[src/rtl/mfb_pkg.sv]
package mfb_pkg;

    typedef enum logic [2:0] {
        BUS_IDLE,
        BUS_CMD,
        BUS_TURN,
        BUS_XFER,
        BUS_TAIL
    } bus_st_t;

    localparam logic [3:0] CODE_RD = 4'h0;
    localparam logic [3:0] CODE_WR = 4'h1;

    typedef struct packed {
        logic       write;
        logic [7:0] chan;   // zero-based channel index
    } txn_t;

    function automatic logic [3:0] cmd_code(input logic write);
        return write ? CODE_WR : CODE_RD;
    endfunction

    // position of a channel's ready bit inside the sampled status byte
    function automatic int unsigned stat_index(input logic write,
                                               input int unsigned chan,
                                               input int unsigned nch);
        return write ? chan : nch + chan;
    endfunction

endpackage

[src/rtl/mfb_status_reg.sv]
module mfb_status_reg #(
    parameter int NCH = 4
) (
    input  logic             clk,
    input  logic             rst,
    input  logic             sample_en,
    input  logic [2*NCH-1:0] bus_stat,
    output logic [2*NCH-1:0] stat_q
);
    always_ff @(posedge clk) begin
        if (rst)
            stat_q <= '1;
        else if (sample_en)
            stat_q <= bus_stat;
    end
endmodule

[src/rtl/mfb_word_ctr.sv]
module mfb_word_ctr #(
    parameter int LEN_W = 8,
    parameter int TMO_W = 12
) (
    input  logic             clk,
    input  logic             rst,
    input  logic             clear,
    input  logic             beat,
    input  logic             wait_tick,
    input  logic [LEN_W-1:0] last_len,
    input  logic [TMO_W-1:0] tmo_limit,
    output logic             last_o,
    output logic             tmo_o,
    output logic             any_o
);
    logic [LEN_W-1:0] beats;
    logic [TMO_W-1:0] waits;
    logic             seen;

    always_ff @(posedge clk) begin
        if (rst || clear) begin
            beats <= '0;
            waits <= '0;
            seen  <= 1'b0;
        end else begin
            if (beat) begin
                beats <= beats + 1'b1;
                seen  <= 1'b1;
            end
            if (wait_tick)
                waits <= waits + 1'b1;
        end
    end

    assign last_o = (beats == last_len);
    assign tmo_o  = ({1'b0, waits} + 1'b1) >= {1'b0, tmo_limit};
    assign any_o  = seen;
endmodule

[src/rtl/mfb_lane_mux.sv]
module mfb_lane_mux
    import mfb_pkg::*;
#(
    parameter int DW      = 32,
    parameter int STAT_LN = 1
) (
    input  bus_st_t        st,
    input  txn_t           txn,
    input  logic [DW-1:0]  wr_data,
    output logic [DW-1:0]  data_o,
    output logic [DW/8-1:0] data_oe,
    output logic [3:0]     be_o,
    output logic           be_oe
);
    localparam int LANES = DW / 8;

    logic [LANES-1:0] idle_oe;

    for (genvar g = 0; g < LANES; g++) begin : g_lane
        assign idle_oe[g] = (g != STAT_LN);
    end

    always_comb begin
        data_o  = '1;
        data_oe = idle_oe;
        be_o    = 4'hF;
        be_oe   = 1'b1;
        unique case (st)
            BUS_CMD: begin
                data_o[7:0] = txn.chan + 8'd1;
                data_oe     = '1;
                be_o        = cmd_code(txn.write);
            end
            BUS_TURN, BUS_TAIL: begin
                data_oe = '0;
                be_oe   = 1'b0;
            end
            BUS_XFER: begin
                if (txn.write) begin
                    data_o  = wr_data;
                    data_oe = '1;
                end else begin
                    data_oe = '0;
                    be_oe   = 1'b0;
                end
            end
            default: ;
        endcase
    end
endmodule

[src/rtl/mfb_master.sv]
module mfb_master
    import mfb_pkg::*;
#(
    parameter int DW    = 32,
    parameter int NCH   = 4,
    parameter int LEN_W = 8,
    parameter int TMO_W = 12
) (
    input  logic                   clk,
    input  logic                   rst,
    input  logic [TMO_W-1:0]       tmo_limit,
    input  logic                   req_valid,
    output logic                   req_ready,
    input  logic [$clog2(NCH)-1:0] req_chan,
    input  logic                   req_write,
    input  logic [LEN_W-1:0]       req_len,
    input  logic [DW-1:0]          wr_data,
    output logic                   wr_take,
    output logic [DW-1:0]          rd_data,
    output logic                   rd_valid,
    output logic                   done_o,
    output logic                   err_o,
    output logic [2*NCH-1:0]       stat_o,
    output logic                   wr_n,
    input  logic                   rxf_n,
    input  logic [DW-1:0]          data_i,
    output logic [DW-1:0]          data_o,
    output logic [DW/8-1:0]        data_oe,
    output logic [3:0]             be_o,
    output logic                   be_oe
);
    localparam int STAT_LSB = 8;
    localparam int STAT_LN  = STAT_LSB / 8;

    bus_st_t          st, st_nx;
    txn_t             txn;
    logic [LEN_W-1:0] len_q;
    logic             end_err, end_err_nx;
    logic             accept, beat, wait_tick;
    logic             last, tmo, any;

    mfb_status_reg #(.NCH(NCH)) u_stat (
        .clk       (clk),
        .rst       (rst),
        .sample_en (st == BUS_IDLE),
        .bus_stat  (data_i[STAT_LSB +: 2*NCH]),
        .stat_q    (stat_o)
    );

    assign req_ready = (st == BUS_IDLE) &&
                       !stat_o[stat_index(req_write, int'(req_chan), NCH)];
    assign accept    = req_valid && req_ready;
    assign beat      = (st == BUS_XFER) && !rxf_n;
    assign wait_tick = (st == BUS_XFER) && rxf_n && !any;

    mfb_word_ctr #(.LEN_W(LEN_W), .TMO_W(TMO_W)) u_ctr (
        .clk       (clk),
        .rst       (rst),
        .clear     (st != BUS_XFER),
        .beat      (beat),
        .wait_tick (wait_tick),
        .last_len  (len_q),
        .tmo_limit (tmo_limit),
        .last_o    (last),
        .tmo_o     (tmo),
        .any_o     (any)
    );

    always_comb begin
        st_nx      = st;
        end_err_nx = end_err;
        unique case (st)
            BUS_IDLE: if (accept) st_nx = BUS_CMD;
            BUS_CMD:  st_nx = BUS_TURN;
            BUS_TURN: st_nx = BUS_XFER;
            BUS_XFER: begin
                if (beat && last) begin
                    st_nx      = BUS_TAIL;
                    end_err_nx = 1'b0;
                end else if (rxf_n && any) begin
                    st_nx      = BUS_TAIL;
                    end_err_nx = 1'b0;
                end else if (wait_tick && tmo) begin
                    st_nx      = BUS_TAIL;
                    end_err_nx = 1'b1;
                end
            end
            BUS_TAIL: st_nx = BUS_IDLE;
            default:  st_nx = BUS_IDLE;
        endcase
    end

    always_ff @(posedge clk) begin
        if (rst) begin
            st       <= BUS_IDLE;
            txn      <= '0;
            len_q    <= '0;
            end_err  <= 1'b0;
            rd_valid <= 1'b0;
            rd_data  <= '0;
        end else begin
            st       <= st_nx;
            end_err  <= end_err_nx;
            rd_valid <= beat && !txn.write;
            if (beat && !txn.write)
                rd_data <= data_i;
            if (accept) begin
                txn.write <= req_write;
                txn.chan  <= 8'(req_chan);
                len_q     <= req_len;
            end
        end
    end

    assign wr_take = beat && txn.write;
    assign wr_n    = !((st == BUS_CMD) || (st == BUS_TURN) || (st == BUS_XFER));
    assign done_o  = (st == BUS_TAIL) && !end_err;
    assign err_o   = (st == BUS_TAIL) && end_err;

    mfb_lane_mux #(.DW(DW), .STAT_LN(STAT_LN)) u_mux (
        .st      (st),
        .txn     (txn),
        .wr_data (wr_data),
        .data_o  (data_o),
        .data_oe (data_oe),
        .be_o    (be_o),
        .be_oe   (be_oe)
    );
endmodule

[config.mk]
export PLATFORM = sky130hd
export DESIGN_NAME = mfb_master
export DESIGN_NICKNAME = d
export VERILOG_FILES = /design/src/rtl/mfb_pkg.sv /design/src/rtl/mfb_status_reg.sv /design/src/rtl/mfb_word_ctr.sv /design/src/rtl/mfb_lane_mux.sv /design/src/rtl/mfb_master.sv
export SDC_FILE = /design/constraint.sdc
export NUM_CORES = 1
export LEC_CHECK = 0
export BUFFER_PORTS_ARGS = -buffer_cell sky130_fd_sc_hd__buf_2
export CORE_MARGIN = 4
export CORE_UTILIZATION = 45
export DETAILED_ROUTE_END_ITERATION = 6
export PLACE_DENSITY_LB_ADDON = 0.25
export SETUP_SLACK_MARGIN = 0.4
export SLEW_MARGIN = 20
export SYNTH_ARGS = -nofsm -noshare
export SYNTH_HDL_FRONTEND = slang
export SYNTH_SLANG_ARGS = --single-unit
[constraint.sdc]
create_clock -name clk -period 4.6 [get_ports clk]
set_input_delay 0 -clock clk [delete_from_list [all_inputs] [get_ports clk]]
set_output_delay 0 -clock clk [all_outputs]
set_load 0.05 [all_outputs]
Word level (Yosys, flattened, before mapping)
Index checks and enable logic that the tools add are counted.
Word-level totals
  register bits after elaboration: 77
  output and inout port bits: 87
  word-level logic and storage cells: 72
  bits of input ports: 91
Cells by class
  $lt $le $gt $ge: 2
  $add $sub $neg: 5
  equality and inequality tests: 8
  multiplexer cells: 20
  reduce and logical (&&, ||, !) cells: 26
Operators with widths (number)
  two-way mux 32 bit: 1
  two-way mux 24 bit: 1
  case mux 8 bit (2 select lines): 1
  adder 12 x 1 -> 13 bit (second input constant): 1
  greater-or-equal comparator 13 x 12 -> 1 bit: 1
  adder 12 x 1 -> 12 bit (second input constant): 1
  logical AND 1 bit: 12
  two-way mux 3 bit: 4
  two-way mux 4 bit: 3
  case mux 3 bit (4 select lines): 1
  case mux 4 bit (3 select lines): 1
  adder 8 x 1 -> 8 bit (second input constant): 1
  equality test 8 bit: 1
  equality test 3 x 2 -> 1 bit (second input constant): 2
  zero test 1 bit: 6
  two-way mux 1 bit: 6
  adder 3 x 2 -> 4 bit (first input constant): 1
  less-than comparator 4 bit (second input constant): 1
  inequality test 4 x 1 -> 1 bit (second input constant): 1
  AND reduction 2 bit: 2
  adder 2 x 1 -> 3 bit (second input constant): 1
  binary-select mux 1 bit (select 3 bit): 1
  equality test 3 x 1 -> 1 bit (second input constant): 1
  equality test 3 bit (second input constant): 1
  7 further kinds: 9

Depth between registers and ports, before layout
  word-level depth: 9
  mapped depth: 11
  depth with buffers taken out: 11

By module
A second synthesis with hierarchy kept.
Unflattened totals
  cell total of the unflattened synthesis: 497
  area total of the unflattened synthesis: 4100.2 um^2
By module, submodules not included
  mfb_master: cells an instance 231, instances 1, seq. area each 960.9 um^2, area an instance 1936.9 um^2
  mfb_word_ctr: cells an instance 168, instances 1, seq. area each 420.4 um^2, area an instance 1403.8 um^2
  mfb_lane_mux: cells an instance 72, instances 1, seq. area each 0.0 um^2, area an instance 456.7 um^2
  mfb_status_reg: cells an instance 26, instances 1, seq. area each 160.2 um^2, area an instance 302.8 um^2

Worst setup path after synthesis
OpenSTA, ideal clock, no wires.
  path type: register to register
  from: register u_ctr.waits[0]
  to: register st[0]
  period minus slack after synthesis: 2637 ps
  required time: 4514 ps
  arrival time: 2550 ps
  setup time: 86 ps
  cell stages (with the launch flop): 12
  buffers on the path: 0
  setup slack: 1963 ps
  cells stage by stage: dfxtp_1 -> ha_1 -> nand3_2 -> nor3_1 -> and3_1 -> xor2_1 -> ha_1 -> a21o_1 -> a21o_1 -> nor4_1 -> o211ai_1 -> a221oi_2
Between the ends
  cells in the longest elaborated chain, start to end: 5
Ends and longest elaborated chain
  from (decl): RTL line mfb_word_ctr.sv:17  | logic [TMO_W-1:0] waits;
  from (signal assigned): RTL line mfb_word_ctr.sv:31  | waits <= waits + 1'b1;
  adder 12 x 1 -> 13 bit: RTL line mfb_word_ctr.sv:36  | assign tmo_o = ({1'b0, waits} + 1'b1) >= {1'b0, tmo_limit};
  greater-or-equal comparator 13 x 12 -> 1 bit: RTL line mfb_word_ctr.sv:36
  logical AND 1 bit: RTL line mfb_master.sv:83  | end else if (wait_tick && tmo) begin
  inequality test 4 x 1 -> 1 bit (no source line)
  AND reduction 2 bit (no source line)
  to (signal assigned): RTL line mfb_master.sv:102  | st <= st_nx;
  to (decl): RTL line mfb_master.sv:35  | bus_st_t st, st_nx;
No other way between the ends.
A chain may end at the register's enable or synchronous reset.

Final worst setup path
Ends and elaborated chain as after synthesis.

==> qor.txt <==
top achievable clock speed -> 340 MHz
Fin Setup TNS -> 0 ns
largest cells by area after synthesis -> dfxtp_1 39%, nand2_1 9.9%, xor2_1 6.0%
# IOs -> 178
Post-Syn Nets -> 592
leakage power -> 2.52 nW
most numerous cell in the Yosys netlist -> nand2_1
Post-DP HPWL -> 8410 um
Total Nets Final -> 793
largest net degree at the start of global routing -> 58
M3 GR Usage -> 6.40%
Fillers -> 702
Synth Area in Simple Gates -> 29.4%
clk sinks -> 77
global-route usage over all layers -> 22.3%
Seq/Total Area, Yosys -> 39.3%
Max Buffers Root-to-Sink -> 2
asr flop ratio synth -> 0%
time the worst path needs with I/O delays and setup -> 2.94 ns
RSZ-0062 raised after global routing -> no
vias in the first global route -> 3835
PwrDens -> 406 nW/um2
CTS clk-pin slew, worst paths -> 0.08 ns
Yosys top cell area share -> 39.3%
CTS tree -> done
Site Rows -> 33
ys flop type -> dfxtp_1
Final Hold Vio Count -> 0
main combinational cell family by area after synthesis -> simple AND/OR/NAND/NOR gates
Top Usage Layer GRT -> met2
outcome -> complete, no violations
worst slew pin tran -> 1.07 ns
Post-synth EDFFs -> 0
DR pass1 iterations -> 4
met2 Usage GRT -> 35.8%
die footprint -> 10300 um2
#FFs+latches synth -> 77
Worst Skew -> 0.00776 ns
routability cong. -> 0.868
via count -> 3917
Req. time, crit path -> 4.86 ns
Finished Cell Area -> 5430 um2
WS Path Type -> flop to flop
met1 Use GR -> 28.6%
Total Wirelength -> 11600 um
final antenna-violating net count -> 0
CORE AREA -> 8340 um2
unique cell type count in the Yosys netlist -> 46
TritonCTS buffer count -> 9
XOR/XNOR Fraction of Synth Area -> 8.26%
drc violations -> 0
diodes inserted -> 0
Compound-Gate Fraction of Synth Area -> 8.77%
most frequent cells after synthesis -> 103 x nand2_1, 77 x dfxtp_1, 53 x nor2_1
crit path DAT -> 3.20 ns
crit end category -> flop
Max Cap Viol -> 0
YS warnings -> 0
final worst path period share -> 63.9%
dpl cell area -> 4820 um2
Vias/cell -> 4.93
min-delay worst type -> input port to flop
mapped cell area -> 3930 um2
drt wl/cell -> 14.6 um
# H-tree levels -> 3
Max VDD drop -> 0.299 mV
GRT Residual Overflow -> 0
Clock Latency Late Sink -> 0.35 ns
IO Port Bufs -> 177
initial core utilization -> 47.1%
P&R area growth vs syn -> 38.2%
max-slew violations -> 0
Mapped Cells -> 486
Die W -> 101 um
synthesized area per cell -> 8.08 um2
startpoint types -> flop
first-pass GRT wire length -> 18300 um
initial antenna violation count -> 0
post-synth top area cell -> dfxtp_1
crit path max fanout -> 5
initial drt markers -> 134
post-synthesis adder-cell area fraction -> 4.78%
Slew HR -> 28.4%
layout cells sized above 1 -> 33.8%
post-CTS resize count -> 0
Final Setup Violations -> 0
post-synthesis mux area share -> 4.21%
CTS root buffer -> clkbuf_8
die height -> 101 um
-- worst paths after layout --
path,from,end,slack [ns],cells past startpoint
worst max register to register,u_ctr.waits[0],st[0],1.66,11
worst min register to register,rd_data[4],rd_data[4],0.45,2
worst min-delay path,rxf_n,u_ctr.beats[0],0.04,3
worst max-delay path,u_ctr.waits[0],st[0],1.66,11
-- what timing repair did --
item,4_1_cts,5_1_grt
hold endpoints to repair,51,0
hold buffers,43,0
buffers inserted,0,0
-- placed cells by master (no fill, tap or decap), types with 8 or more instances in the layout --
| cell type | count |
|---|---|
| nand2_1 | 103 |
| buf_2 | 177 |
| nor2_1 | 53 |
| a21oi_1 | 36 |
| xnor2_1 | 10 |
| or2_2 | 27 |
| dfxtp_1 | 77 |
| clkbuf_8 | 9 |
| mux2i_1 | 12 |
| xor2_1 | 27 |
| dlygate4sd3_1 | 43 |
| nand3b_1 | 10 |
| ha_1 | 15 |
| inv_1 | 15 |
| nand3_1 | 8 |
-- logic make-up (layout without fill, tap and decap cells) --
logic type      Yosys count  count (layout)
simple gates            240             240
mux                      14              14
compound gates           55              55
fa+ha+maj                15              15
flops                    77              77
xor+xnor                 37              37
buf+inv                  48             252
-- metal layers --
layer  up-vias  share of wire [%]
met5         -                  0
li1       1996                  -
met3        17                7.2
met1      1781                 42
met2       123                 49
met4         0                1.9
-- worst max-delay path, stage by stage, from the launching register on --
cell	delay, ns
dfxtp_1	0.42
ha_1	0.26
nand3_2	0.15
nor3_1	0.42
and3_1	0.24
xor2_1	0.17
ha_1	0.27
a21o_1	0.16
a21o_1	0.18
nor4_1	0.16
o211ai_1	0.18
a221oi_2	0.25
-- flip-flops by register name, indices dropped and copies added (netlist names) --
signal,cells
rd_data,32
u_ctr.waits,12
len_q,8
u_ctr.beats,8
u_stat.stat_q,8
st,3
txn,3
end_err,1
rd_valid,1
u_ctr.any_o,1
-- final cells by class --
| cell class | instances | area [um2] | area share, % |
|---|---|---|---|
| tap | 105 | 131 | 2.42 |
| timing repair buffer | 223 | 1340 | 24.7 |
| multi-input combinational | 361 | 2180 | 40.2 |
| inverter | 15 | 56.3 | 1.04 |
| clock inverter | 5 | 53.8 | 0.992 |
| sequential | 77 | 1540 | 28.4 |
| clock buffer | 9 | 124 | 2.28 |
-- stage by stage --
step	power [mW]	worst slack [ns]	hold slack (ns)	util, %	cells
2_1_floorplan	1.50	1.96	0.121	-	486
3_3_place_gp	1.70	1.78	0.225	57.8	738
3_5_place_dp	1.71	1.72	0.235	57.8	738
4_1_cts	2.22	1.65	0.0405	65.0	795
5_1_grt	2.31	1.31	0.0663	65.0	795
6_report	2.20	1.66	0.0393	65.0	795
-- where the power goes --
| part | switching [mW] | internal, mW |
|---|---|---|
| Sequential | 0.0605 | 0.731 |
| Clock | 0.238 | 0.243 |
| Combinational | 0.663 | 0.268 |
| Total | 0.961 | 1.24 |
Power figures use the tool's default switching activity.
